$ cat src/rtl/simd_addsub_pkg.sv
package simd_addsub_pkg;

    localparam int DATA_W     = 32;
    localparam int STICKY_BIT = 20;

    typedef enum logic [1:0] {
        FMT_U8X4  = 2'd0,
        FMT_U16X2 = 2'd1,
        FMT_S16X2 = 2'd2,
        FMT_S32X1 = 2'd3
    } lane_fmt_e;

    typedef enum logic [1:0] {
        K_WRAP     = 2'd0,
        K_SAT      = 2'd1,
        K_HALF     = 2'd2,
        K_HALF_RND = 2'd3
    } lane_kind_e;

    typedef struct packed {
        logic       is_abs;
        logic       is_sub;
        lane_kind_e kind;
    } lane_op_t;

    function automatic lane_op_t decode_op(input logic [3:0] code);
        lane_op_t o;
        o.is_abs = code[3];
        o.is_sub = code[2];
        o.kind   = lane_kind_e'(code[1:0]);
        return o;
    endfunction

    function automatic logic fmt_is_signed(input lane_fmt_e f);
        return (f == FMT_S16X2) || (f == FMT_S32X1);
    endfunction

endpackage

$ cat src/rtl/simd_lane.sv
module simd_lane
    import simd_addsub_pkg::*;
#(
    parameter int W = 8
) (
    input  logic [W-1:0] a,
    input  logic [W-1:0] b,
    input  logic         sgn,
    input  lane_op_t     op,
    output logic [W-1:0] res,
    output logic         ovf
);
    localparam logic [W-1:0] SMAX = {1'b0, {(W-1){1'b1}}};
    localparam logic [W-1:0] SMIN = {1'b1, {(W-1){1'b0}}};

    logic [W:0]   ae, be, sum, rnd_sum;
    logic         range_ovf;
    logic [W-1:0] sat_val;

    always_comb begin
        ae        = {sgn & a[W-1], a};
        be        = {sgn & b[W-1], b};
        sum       = op.is_sub ? (ae - be) : (ae + be);
        rnd_sum   = sum + {{W{1'b0}}, (op.kind == K_HALF_RND)};
        range_ovf = sgn ? (sum[W] ^ sum[W-1]) : sum[W];
        if (sgn)
            sat_val = a[W-1] ? SMIN : SMAX;
        else
            sat_val = op.is_sub ? {W{1'b0}} : {W{1'b1}};
    end

    always_comb begin
        res = sum[W-1:0];
        ovf = 1'b0;
        if (op.is_abs) begin
            if (a == SMIN) begin
                res = SMAX;
                ovf = 1'b1;
            end else if (a[W-1]) begin
                res = {W{1'b0}} - a;
            end else begin
                res = a;
            end
        end else begin
            unique case (op.kind)
                K_WRAP: begin
                    res = sum[W-1:0];
                    ovf = range_ovf;
                end
                K_SAT: begin
                    res = range_ovf ? sat_val : sum[W-1:0];
                    ovf = range_ovf;
                end
                default: begin
                    res = rnd_sum[W:1];
                    ovf = 1'b0;
                end
            endcase
        end
    end

endmodule

$ cat src/rtl/simd_lane_bank.sv
module simd_lane_bank
    import simd_addsub_pkg::*;
#(
    parameter int LANES = 4,
    parameter int W     = 8,
    localparam int TOT_W = LANES * W
) (
    input  logic [TOT_W-1:0] a,
    input  logic [TOT_W-1:0] b,
    input  logic             sgn,
    input  lane_op_t         op,
    output logic [TOT_W-1:0] res,
    output logic             ovf
);
    logic [LANES-1:0] lane_ovf;

    for (genvar i = 0; i < LANES; i++) begin : g_lane
        simd_lane #(.W(W)) u_lane (
            .a   (a[i*W +: W]),
            .b   (b[i*W +: W]),
            .sgn (sgn),
            .op  (op),
            .res (res[i*W +: W]),
            .ovf (lane_ovf[i])
        );
    end

    assign ovf = |lane_ovf;

endmodule

$ cat src/rtl/simd_status_reg.sv
module simd_status_reg #(
    parameter int DATA_W     = 32,
    parameter int STICKY_BIT = 20
) (
    input  logic              clk,
    input  logic              rst,
    input  logic              clr,
    input  logic              set,
    output logic [DATA_W-1:0] ctrl
);
    logic sticky_q;

    always_ff @(posedge clk) begin
        if (rst)
            sticky_q <= 1'b0;
        else
            sticky_q <= (sticky_q & ~clr) | set;
    end

    always_comb begin
        ctrl             = '0;
        ctrl[STICKY_BIT] = sticky_q;
    end

endmodule

$ cat src/rtl/simd_addsub_unit.sv
module simd_addsub_unit
    import simd_addsub_pkg::*;
#(
    parameter int DATA_W     = simd_addsub_pkg::DATA_W,
    parameter int STICKY_BIT = simd_addsub_pkg::STICKY_BIT
) (
    input  logic              clk,
    input  logic              rst,
    input  logic              start,
    input  logic              clr_status,
    input  logic [1:0]        fmt,
    input  logic [3:0]        op,
    input  logic [DATA_W-1:0] opa,
    input  logic [DATA_W-1:0] opb,
    output logic [DATA_W-1:0] result,
    output logic              valid,
    output logic [DATA_W-1:0] ctrl
);
    localparam int BYTE_W = DATA_W / 4;
    localparam int HALF_W = DATA_W / 2;

    lane_fmt_e         fmt_e;
    lane_op_t          op_d;
    logic [DATA_W-1:0] res8, res16, res32, res_sel;
    logic              ovf8, ovf16, ovf32, ovf_sel;

    assign fmt_e = lane_fmt_e'(fmt);
    assign op_d  = decode_op(op);

    simd_lane_bank #(.LANES(4), .W(BYTE_W)) u_bank8 (
        .a(opa), .b(opb), .sgn(1'b0), .op(op_d), .res(res8), .ovf(ovf8)
    );

    simd_lane_bank #(.LANES(2), .W(HALF_W)) u_bank16 (
        .a(opa), .b(opb), .sgn(fmt_is_signed(fmt_e)), .op(op_d),
        .res(res16), .ovf(ovf16)
    );

    simd_lane_bank #(.LANES(1), .W(DATA_W)) u_bank32 (
        .a(opa), .b(opb), .sgn(1'b1), .op(op_d), .res(res32), .ovf(ovf32)
    );

    always_comb begin
        unique case (fmt_e)
            FMT_U8X4: begin
                res_sel = res8;
                ovf_sel = ovf8;
            end
            FMT_U16X2, FMT_S16X2: begin
                res_sel = res16;
                ovf_sel = ovf16;
            end
            default: begin
                res_sel = res32;
                ovf_sel = ovf32;
            end
        endcase
    end

    always_ff @(posedge clk) begin
        if (rst) begin
            result <= '0;
            valid  <= 1'b0;
        end else begin
            valid <= start;
            if (start)
                result <= res_sel;
        end
    end

    simd_status_reg #(.DATA_W(DATA_W), .STICKY_BIT(STICKY_BIT)) u_status (
        .clk  (clk),
        .rst  (rst),
        .clr  (clr_status),
        .set  (start & ovf_sel),
        .ctrl (ctrl)
    );

endmodule

$ cat config.mk
export PLATFORM = sky130hd
export DESIGN_NAME = simd_addsub_unit
export DESIGN_NICKNAME = d
export VERILOG_FILES = /design/src/rtl/simd_addsub_pkg.sv /design/src/rtl/simd_lane.sv /design/src/rtl/simd_lane_bank.sv /design/src/rtl/simd_status_reg.sv /design/src/rtl/simd_addsub_unit.sv
export SDC_FILE = /design/constraint.sdc
export NUM_CORES = 1
export LEC_CHECK = 0
export CORE_ASPECT_RATIO = 0.5
export CORE_MARGIN = 2
export CORE_UTILIZATION = 44
export CTS_BUF_LIST = sky130_fd_sc_hd__clkbuf_16
export DETAILED_ROUTE_END_ITERATION = 12
export PLACE_DENSITY_LB_ADDON = 0.2
export SYNTH_ARGS = -nofsm -noshare
export SYNTH_HDL_FRONTEND = slang
export SYNTH_SLANG_ARGS = --single-unit
$ cat constraint.sdc
create_clock -name clk -period 7.8 [get_ports clk]
set_clock_uncertainty 0.05 [all_clocks]
set_input_delay 1.56 -clock clk [delete_from_list [all_inputs] [get_ports clk]]
set_output_delay 1.56 -clock clk [all_outputs]
set_load 0.02 [all_outputs]
==> metrics.txt <==
# TYPE chip_impl_metric gauge
chip_impl_info{name="run_status",value="finished clean"} 1
chip_impl_info{name="post_synth_most_frequent_cells",value="nand2_1 (209), a21oi_1 (186), o21ai_0 (177)"} 1
chip_impl_metric{name="gr-total-overflow",unit=""} 0
chip_impl_metric{name="htree_levels",unit=""} 2
chip_impl_metric{name="die-height",unit="um"} 125
chip_impl_metric{name="pin_count_of_the_biggest_net_entering_global_routing",unit=""} 72
chip_impl_info{name="slowest_stage",value="a31oi_1"} 1
chip_impl_info{name="yosys.area.top_type",value="xnor2_1"} 1
chip_impl_metric{name="clock_path_buffers",unit=""} 2
chip_impl_metric{name="worst_slew_margin_rel",unit="%"} 17.4
chip_impl_metric{name="vdd.ir_drop.worst",unit="V"} 0.0000760
chip_impl_metric{name="area_grow_syn2layout",unit="%"} 11.6
chip_impl_metric{name="vias",unit=""} 15700
chip_impl_metric{name="synth_enable_flop_cells",unit=""} 0
chip_impl_info{name="timing.rr.start",value="result[23]"} 1
chip_impl_info{name="critical_path.startpoint",value="opb[8]"} 1
chip_impl_metric{name="r2r_setup_slack",unit="ns"} 6.33
chip_impl_metric{name="final_design_area_no_fill",unit="um2"} 14300
chip_impl_info{name="cpMostUsedCell",value="a31oi_1"} 1
chip_impl_metric{name="clkSlewWorstSetupHoldPaths",unit="ns"} 0.07
chip_impl_info{name="hold_path.class",value="reg2reg"} 1
chip_impl_metric{name="postSynthAreaPerCell",unit="um2"} 6.51
chip_impl_metric{name="core_region_area",unit="um2"} 28800
chip_impl_metric{name="dr.first_iter.drc_count",unit=""} 2241
chip_impl_metric{name="report.final.hold_viol_count",unit=""} 0
chip_impl_metric{name="placed_cell_area",unit="um2"} 14100
chip_impl_metric{name="top_level_ports",unit=""} 139
chip_impl_metric{name="detail_route.first_pass.iterations",unit=""} 6
chip_impl_metric{name="cts-buffers-inserted",unit=""} 5
chip_impl_metric{name="worst_pin_slew",unit="ns"} 1.23
chip_impl_metric{name="routed_wirelength",unit="um"} 56900
chip_impl_info{name="worstSetupStartpointType",value="input pin"} 1
chip_impl_metric{name="hpwlAfterDp",unit="um"} 44100
chip_impl_metric{name="async_reset_ff_share",unit="%"} 0
chip_impl_metric{name="final-setup-viol-count",unit=""} 0
chip_impl_metric{name="start_util",unit="%"} 44.4
chip_impl_info{name="tritoncts_clock_tree",value="done"} 1
chip_impl_metric{name="dp_worst_setup_slack",unit="ns"} 0.164
chip_impl_metric{name="global_route.usage.total",unit="%"} 35.4
chip_impl_metric{name="power_per_cell_area",unit="nW/um2"} 148
chip_impl_metric{name="die_area",unit="um2"} 30500
chip_impl_metric{name="final_max_slew_viol_count",unit=""} 0
chip_impl_metric{name="fin_crit",unit="ns"} 7.52
chip_impl_metric{name="fin_tns_setup",unit="ns"} 0
chip_impl_metric{name="hold_depth",unit=""} 1
chip_impl_metric{name="cts.hold.buffers_added",unit=""} 0
chip_impl_info{name="worst_hold_startpoint",value="result[2]"} 1
chip_impl_metric{name="wl_per_cell",unit="um"} 23.8
chip_impl_info{name="worstHoldEndpoint",value="result[2]"} 1
chip_impl_metric{name="cellLeakagePower",unit="nW"} 5.28
chip_impl_metric{name="yosys_warnings",unit=""} 0
chip_impl_info{name="commonest_register_cell_after_synthesis",value="dfxtp_1"} 1
chip_impl_info{name="crit_path_end_kind",value="flop"} 1
chip_impl_metric{name="synthDistinctLibCells",unit=""} 92
chip_impl_metric{name="syn-instance-count",unit=""} 1965
chip_impl_metric{name="drc",unit=""} 0
chip_impl_info{name="clock-root-buffer",value="clkbuf_16"} 1
chip_impl_metric{name="final_layout_size_suffix_gt1_share",unit="%"} 5.75
chip_impl_metric{name="post_cts.repair.setup_buffers",unit=""} 0
chip_impl_metric{name="clock.fmax",unit="GHz"} 0.133
chip_impl_metric{name="timing.critical_path.required",unit="ns"} 7.99
chip_impl_metric{name="cts_sinks",unit=""} 34
chip_impl_metric{name="max-cap-violations",unit=""} 0
chip_impl_metric{name="worst_path_largest_cell_delay",unit="ns"} 0.67
chip_impl_info{name="critical_path.reg2reg.endpoint",value="result[23]"} 1
chip_impl_metric{name="via_count_of_the_first_global_routing_pass",unit=""} 13600
chip_impl_metric{name="postRouteAntennaNets",unit=""} 0
chip_impl_metric{name="synth-seq-area-share",unit="%"} 5.32
chip_impl_metric{name="fp.dieW",unit="um"} 245
chip_impl_metric{name="finish.net_count",unit=""} 2160
chip_impl_info{name="timing_worst_setup_path_type",value="in2reg"} 1
chip_impl_info{name="post_synth_main_area_contributors",value="xnor2_1 (11%), ha_1 (8.1%), a21oi_1 (7.3%), o21ai_0 (6.9%), nand2_1 (6.1%)"} 1
chip_impl_info{name="critical_path.cell_chain",value="clkdlybuf4s50_1 > inv_1 > ha_1 > nor2b_1 > nand3b_1 > nor2_1 > a31oi_1 > nor2_1 > xor2_1 > ha_1 > nand2_1 > a2111oi_0 > o311ai_0 > a31oi_1 > a221oi_4 > xnor3_1 > buf_12 > a31oi_1 > nand2_1 > a311oi_1 > a221o_1"} 1
chip_impl_info{name="post-synth-top-count-cell",value="nand2_1"} 1
chip_impl_metric{name="grt_first_pass_wirelength",unit="um"} 84300
chip_impl_metric{name="synth_top_area_share",unit="%"} 11.2
chip_impl_metric{name="timing.critical_path.fanout_max",unit=""} 23
chip_impl_metric{name="final.setup.worst_slack",unit="ns"} 0.277
chip_impl_metric{name="worstPathArrival",unit="ns"} 7.72
chip_impl_metric{name="reg2regPathDepth",unit=""} 5
chip_impl_metric{name="postSynthRegisterBits",unit=""} 34
chip_impl_info{name="rsz0062_at_grt",value="false"} 1
chip_impl_metric{name="route.detailed.vias_per_inst",unit=""} 6.57
chip_impl_metric{name="placement.io_buffers",unit=""} 107
chip_impl_metric{name="synth_area",unit="um2"} 12800
chip_impl_metric{name="initial_antenna_violation_count",unit=""} 1
chip_impl_metric{name="placer_congestion_estimate",unit=""} 1.04
chip_impl_metric{name="core.rowCount",unit=""} 44
chip_impl_metric{name="clk-insertion-delay-late",unit="ns"} 0.29
chip_impl_metric{name="total_power",unit="W"} 0.00212
chip_impl_metric{name="timing.final.crit_share",unit="%"} 96.4
-- layer usage --
metal  GRT usage, %  vias to the layer above  routed length [um]
li1               -                     7253                   -
met1           49.3                     7334               24200
met2           52.2                      982               23300
met3           8.47                      147                6780
met4           13.8                        0                2640
met5              0                        -                   0
-- registers in the layout, summed over array words and instances (netlist names) --
register / cells
result: 32
valid: 1
u_status.sticky_q: 1
-- critical path: cells and delay by family --
family,cells,cell delay (ns)
AO/OA/AOI/OAI,8,2.62
adder cells (fa/ha/maj),2,0.61
XOR/XNOR,2,0.57
buffers and inverters,3,0.96
AND/OR/NAND/NOR,6,1.38
-- cell families after synthesis --
group	count (synthesis)	synth area share (%)
AOI/OAI and AO/OA	669	34.2
xor gates and xnor gates	222	15.3
adders and majority gates	87	8.75
buffers and inverters	217	7.34
DFF	34	5.32
muxes	13	1.10
other	1	0.0293
and+or+nand+nor	722	28.0
-- worst max path at each step --
stage,slack (ns),cells past startpoint,end
floorplan,0.95,17,result[16]
global placement,0.23,21,result[28]
detailed placement,0.16,21,result[28]
CTS,0.46,21,result[28]
global route,0.004,21,result[27]
finish,0.28,21,result[6]
-- power breakdown --
part	internal (W)	switching, W	total, W	leakage (nW)
Clock	0.000117	0.0000959	0.000213	0.0673
Sequential	0.000193	0.0000208	0.000214	0.281
Combinational	0.000616	0.00107	0.00169	4.93
-- layout by cell type (no fill, tap or decap), types with 14 or more instances in the layout --
cell type,netlist,routed
o211ai_1,25,25
nand2b_1,31,31
ha_1,83,83
or2_2,18,18
nor4_1,22,22
inv_1,59,59
conb_1,1,31
clkdlybuf4s50_1,0,103
o21a_1,15,15
a221oi_1,19,19
a21oi_1,186,185
o221ai_1,18,18
and2_1,14,14
a211oi_1,29,28
a31oi_1,24,24
xnor2_1,164,164
nand3_1,45,45
nor2_1,175,175
and3_1,21,21
nand4_1,17,17
or3_1,32,32
nand2_1,209,209
buf_4,32,45
dfxtp_1,34,34
nor3_1,59,59
o21ai_0,177,175
a21o_1,14,14
nor2b_1,19,19
xor2_1,57,57
-- what timing repair did --
item,CTS,global route
endpoints found under the setup margin,0,3
gates resized for setup,0,6
hold endpoints to repair,0,0
-- area by class of cell --
cell class                      count  area (um2)
Clock inverter                      3        16.3
Antenna cell                        2        5.00
Inverter                           60         225
Tap cell                          391         489
Timing Repair Buffer              154        1430
Multi-Input combinational cell   1744       11300
Sequential cell                    34         681
Fill cell                        3011       14500
Clock buffer                        5         125
-- stage by stage --
stage	hold slack, ns	instances	util [%]
after floorplan	0.451	1995	-
after global placement	0.410	2383	49.0
after detailed placement	0.416	2383	49.0
after CTS	0.433	2391	49.5
after global routing	0.452	2391	49.5
final	0.432	2393	49.5
Power figures use the tool's default switching activity.
